==> src/rtl/ct_pkg.sv <==
package ct_pkg;
  localparam int unsigned CNT_W   = 32;
  localparam int unsigned TICK_W  = 40;
  localparam int unsigned SHIFT_W = 3;
  typedef logic [CNT_W-1:0]   cnt_t;
  typedef logic [SHIFT_W-1:0] shift_t;
endpackage

==> src/rtl/ct_prescale.sv <==
module ct_prescale #(
  parameter int unsigned TICK_W  = 40,
  parameter int unsigned SHIFT_W = 3
) (
  input  logic               clk_i,
  input  logic               rst_ni,
  input  logic               restart_i,
  input  logic [SHIFT_W-1:0] shift_i,
  output logic               step_o
);
  logic [TICK_W-1:0] delta_q, delta_nx, low_mask;

  // ticks elapsed since the load edge
  assign delta_nx = delta_q + TICK_W'(1);
  assign low_mask = ~({TICK_W{1'b1}} << shift_i);
  assign step_o   = !restart_i && ((delta_nx & low_mask) == '0);

  always_ff @(posedge clk_i or negedge rst_ni) begin
    if (!rst_ni)        delta_q <= '0;
    else if (restart_i) delta_q <= '0;
    else                delta_q <= delta_nx;
  end
endmodule

==> src/rtl/ct_counter.sv <==
module ct_counter #(
  parameter int unsigned CNT_W = 32
) (
  input  logic             clk_i,
  input  logic             rst_ni,
  input  logic             restart_i,
  input  logic [CNT_W-1:0] load_val_i,
  input  logic             step_i,
  input  logic             periodic_i,
  output logic [CNT_W-1:0] cur_o,
  output logic             fire_o
);
  logic [CNT_W-1:0] init_q, init_d, cur_q, cur_d;
  logic             done_q, done_d;

  always_comb begin
    init_d = init_q;
    cur_d  = cur_q;
    done_d = done_q;
    fire_o = 1'b0;
    if (restart_i) begin
      init_d = load_val_i;
      cur_d  = load_val_i;
      done_d = 1'b0;
    end else if (step_i) begin
      if (cur_q != '0) begin
        cur_d = cur_q - CNT_W'(1);
      end else if (periodic_i) begin
        cur_d  = init_q;
        fire_o = (init_q != '0);
      end else begin
        fire_o = !done_q;
        done_d = 1'b1;
      end
    end
  end

  always_ff @(posedge clk_i or negedge rst_ni) begin
    if (!rst_ni) begin
      init_q <= '0;
      cur_q  <= '0;
      done_q <= 1'b1; // nothing scheduled until first load
    end else begin
      init_q <= init_d;
      cur_q  <= cur_d;
      done_q <= done_d;
    end
  end

  assign cur_o = cur_q;
endmodule

==> src/rtl/ct_expiry.sv <==
module ct_expiry (
  input  logic clk_i,
  input  logic rst_ni,
  input  logic fire_i,
  input  logic mask_i,
  output logic pulse_o
);
  logic pulse_q;

  always_ff @(posedge clk_i or negedge rst_ni) begin
    if (!rst_ni) pulse_q <= 1'b0;
    else         pulse_q <= fire_i & !mask_i;
  end

  assign pulse_o = pulse_q;
endmodule

==> src/rtl/cd_timer.sv <==
module cd_timer
  import ct_pkg::*;
(
  input  logic         clk_i,
  input  logic         rst_ni,
  input  logic [2:0]   shift_i,
  input  logic         periodic_i,
  input  logic         mask_i,
  input  logic         load_i,
  input  logic [31:0]  load_val_i,
  output logic [31:0]  count_o,
  output logic         expire_o
);
  logic step, fire;

  ct_prescale #(.TICK_W(TICK_W), .SHIFT_W(SHIFT_W)) i_prescale (
    .clk_i     (clk_i),
    .rst_ni    (rst_ni),
    .restart_i (load_i),
    .shift_i   (shift_i),
    .step_o    (step)
  );

  ct_counter #(.CNT_W(CNT_W)) i_counter (
    .clk_i      (clk_i),
    .rst_ni     (rst_ni),
    .restart_i  (load_i),
    .load_val_i (load_val_i),
    .step_i     (step),
    .periodic_i (periodic_i),
    .cur_o      (count_o),
    .fire_o     (fire)
  );

  ct_expiry i_expiry (
    .clk_i   (clk_i),
    .rst_ni  (rst_ni),
    .fire_i  (fire),
    .mask_i  (mask_i),
    .pulse_o (expire_o)
  );
endmodule

==> config.mk <==
export PLATFORM = sky130hd
export DESIGN_NAME = cd_timer
export DESIGN_NICKNAME = d
export VERILOG_FILES = /design/src/rtl/ct_pkg.sv /design/src/rtl/ct_prescale.sv /design/src/rtl/ct_counter.sv /design/src/rtl/ct_expiry.sv /design/src/rtl/cd_timer.sv
export SDC_FILE = /design/constraint.sdc
export NUM_CORES = 1
export LEC_CHECK = 0
export BUFFER_PORTS_ARGS = -buffer_cell sky130_fd_sc_hd__buf_2
export CORE_ASPECT_RATIO = 0.5
export CORE_MARGIN = 2
export CORE_UTILIZATION = 50
export CTS_CLUSTER_SIZE = 30
export DETAILED_ROUTE_END_ITERATION = 12
export PLACE_DENSITY = 0.75
export SLEW_MARGIN = 20
export SYNTH_ARGS = -nofsm -noshare
export SYNTH_HDL_FRONTEND = slang
export SYNTH_SLANG_ARGS = --single-unit
==> constraint.sdc <==
create_clock -name clk_i -period 3.7 [get_ports clk_i]
set_clock_uncertainty 0.15 [all_clocks]
set_input_delay 0.185 -clock clk_i [delete_from_list [all_inputs] [get_ports clk_i]]
set_output_delay 0.185 -clock clk_i [all_outputs]
set_load 0.02 [all_outputs]
==> results.json <==
{
  "status": "complete, no violations",
  "h-tree-depth": 3,
  "fmax_mhz": 315,
  "clkSinkCount": 73,
  "crit_buf_inv": 1,
  "die_h_um": 68.8,
  "yosys_most_used_dff": "dfrtp_1",
  "pwr-share-seq_pct": 44.5,
  "cts.clk_slew.worst_paths_ps": 60,
  "synthArstFlopShare_pct": 100,
  "required_ps": 3790,
  "die_x_um": 134,
  "overflow": 0,
  "maxSlewHeadroom_pct": 43.4,
  "cp_cell_sequence": "ha_1 > o21a_1 > o2bb2ai_1 > o21ai_0 > or4_4 > nor3_2 > buf_4 > o211ai_1 > o311ai_1",
  "synth_top_family_by_area": "simple AND/OR/NAND/NOR gates",
  "clockRootBuffer": "clkbuf_16",
  "sw_frac_of_total_pct": 30.6,
  "tightestPinTransition_ps": 849,
  "peakVddDrop_mv": 0.288,
  "synth-adder-area-share_pct": 0.893,
  "critPathLaunchType": "flip-flop",
  "max_stage_delay_ps": 590,
  "grt_pass1_vias": 3818,
  "syn_to_final_growth_pct": 24.7,
  "drive_gt1_share_pct": 23.4,
  "rrSetupSlack_ps": 520,
  "rsz0062_at_grt": "no",
  "coreArea_um2": 8090,
  "leakage_nw": 2.28,
  "use_met2_pct": 42.5,
  "drt_iter0_drc": 336,
  "yosys.cell_types.count": 60,
  "ys_warn_count": 0,
  "comb_power_share_pct": 19.5,
  "setup_viol": 0,
  "wirelength_um": 11900,
  "path_class": "flip-flop to flip-flop",
  "fin_crit_sh_pct": 85.9,
  "synth-simple-area-share_pct": 22.2,
  "avgSynthCellArea_um2": 9.07,
  "pre_cts_ws_ps": 565,
  "clockPowerShare_pct": 36.0,
  "die_area_um2": 9200,
  "syn_inst": 463,
  "finalCriticalPeriod_ps": 3180,
  "vias_per_cell": 5.90,
  "cellPowerDensity_nw_per_um2": 421,
  "grt_use_total_pct": 27.9,
  "rows": 23,
  "synthXorXnorAreaFrac_pct": 1.67,
  "drcViolationCount": 0,
  "cap_violations": 0,
  "antenna_left": 0,
  "cp_slowest_cell": "or4_4",
  "grt_first_pass_wirelength_um": 19500,
  "clk_latency_ps": 340,
  "ioPinCount": 73,
  "diodes": 0,
  "synth_compound_area_share_pct": 19.6,
  "ys_seq_area_share_pct": 43.5,
  "drtPass1Iterations": 5,
  "cts_setup_buffers": 0,
  "final_nets": 611,
  "grt_use_met3_pct": 8.55,
  "port_buffers": 72,
  "setup_tns_ps": 0,
  "grt_max_degree": 54,
  "ys_ff_latch": 73,
  "antenna_found_initial": 0,
  "synth.cell_area_um2": 4200,
  "maxSlewViolCount": 0,
  "synth_edf_count": 0,
  "arrival_ps": 3270,
  "worstPathMaxFanout": 13,
  "top_usage_layer": "met2",
  "via_count": 4040,
  "intPower_mw": 1.53,
  "cts_buffers": 9,
  "p_switching_mw": 0.675,
  "setup_ws_ps": 521,
  "layout_common_cells": "72 x dfrtp_1, 72 x buf_2, 51 x nand2_1",
  "synthMuxAreaShare_pct": 6.08,
  "critPathTopFamily": "simple AND/OR/NAND/NOR gates",
  "dp_hpwl_um": 8270,
  "gr-usage-met1_pct": 37.5,
  "clock_path_buffers": 2,
  "cts_tree": "done",
  "start_util_pct": 52.0,
  "wl_per_cell_um": 17.4,
  "gp_congestion": 0.932,
  "syn_nets": 506,
  "final_hold_viol_count": 0,
  "hold_path.class": "input port to flip-flop",
  "cp-end-kind": "flip-flop"
}
[metrics by stage]
step	cells	utilization [%]	hold slack, ps	total power, mW	cell area [um^2]
after floorplan	463	-	-261	1.23	4200
after global placement	636	57.5	98.1	1.38	4650
after detailed placement	636	57.5	117	1.39	4650
after CTS	685	64.8	28.5	2.21	5240
after global routing	685	64.8	61.7	2.31	5240
final	685	64.8	36.6	2.21	5240
[cells in the mapped netlist (3+ instances only)]
master    instances  share of area [%]
o311ai_1          3               0.63
clkbuf_1          8               0.71
or3_1             7                1.0
and4_1            3               0.63
mux2_2           20                5.4
nand2b_1          3               0.45
clkbuf_8          3               0.98
dfrtp_1          72                 43
xnor2_1           3               0.63
a21oi_1          20                2.4
or4_4             3               0.80
a211oi_1         21                3.8
mux2i_1           3               0.71
nand4_1           6               0.89
buf_2             6               0.71
o21ai_0          47                5.6
or4_1             4               0.71
a221oi_1          3               0.63
or2_2             3               0.45
and3_1            3               0.45
xor2_1            5                1.0
nor4_1           14                2.1
nor2_1           37                3.3
nand2_1          51                4.6
inv_1            33                2.9
nor3_1           14                1.7
a22o_1            5                1.0
nand3_1          10                1.2
o22ai_1           5               0.74
ha_1              3               0.89
o31ai_1           4               0.71
[power by group through the flow]
stage / Clock (mW) / Combinational [mW] / Sequential, mW
floorplan: 0 / 0.216 / 1.02
global placement: 0 / 0.391 / 0.990
detailed placement: 0 / 0.402 / 0.992
CTS: 0.805 / 0.430 / 0.979
global route: 0.840 / 0.475 / 0.995
finish: 0.794 / 0.429 / 0.981
[worst paths after layout]
check / from / to / cells after the start
max: i_prescale.delta_q[0]$_DFF_PN0_ / i_counter.cur_o[19]$_DFFE_PN0P_ / 9
min: mask_i / i_expiry.pulse_o$_DFF_PN0_ / 3
max reg2reg: i_prescale.delta_q[0]$_DFF_PN0_ / i_counter.cur_o[19]$_DFFE_PN0P_ / 9
min reg2reg: i_prescale.delta_q[0]$_DFF_PN0_ / i_prescale.delta_q[0]$_DFF_PN0_ / 1
max in group asynchronous: rst_ni / i_counter.done_q$_DFFE_PN1P_ / 3
min in group asynchronous: rst_ni / i_counter.init_q[18]$_DFFE_PN0P_ / 2
[state kept, by name, indices dropped and copies added (netlist names)]
signal	flops
i_counter.cur_o	32
i_counter.done_q	1
i_counter.init_q	32
i_expiry.pulse_o	1
i_prescale.delta_q	7
[metal layers]
metal	up-vias	wire length [um]
met3	31	825
met1	1948	5640
met5	-	0
li1	1905	-
met2	156	5190
met4	0	286
[worst min-delay path: stages]
cell,delay (ps)
buf_2,80
a21oi_1,30
and4_1,180
[timing repair]
action,in CTS,in global routing
hold buffers,33,0
resized for setup,0,0
hold endpoints to repair,81,0
[cell families after synthesis]
| kind of cell | after synthesis |
|---|---|
| compound gates | 128 |
| flops | 73 |
| xor+xnor | 8 |
| mux | 23 |
| fa+ha+maj | 3 |
| simple gates | 174 |
| buf+inv | 54 |
[layout make-up]
cell class                 instances  area, um^2
fill                             678        2850
multi-input combinational        336        2120
inverter                          33         124
tap                              112         140
timing repair buffer             115         766
clock inverter                     1        5.00
clock buffer                      15         258
sequential                        73        1830
No activity file was read; power rests on OpenSTA's default activity.
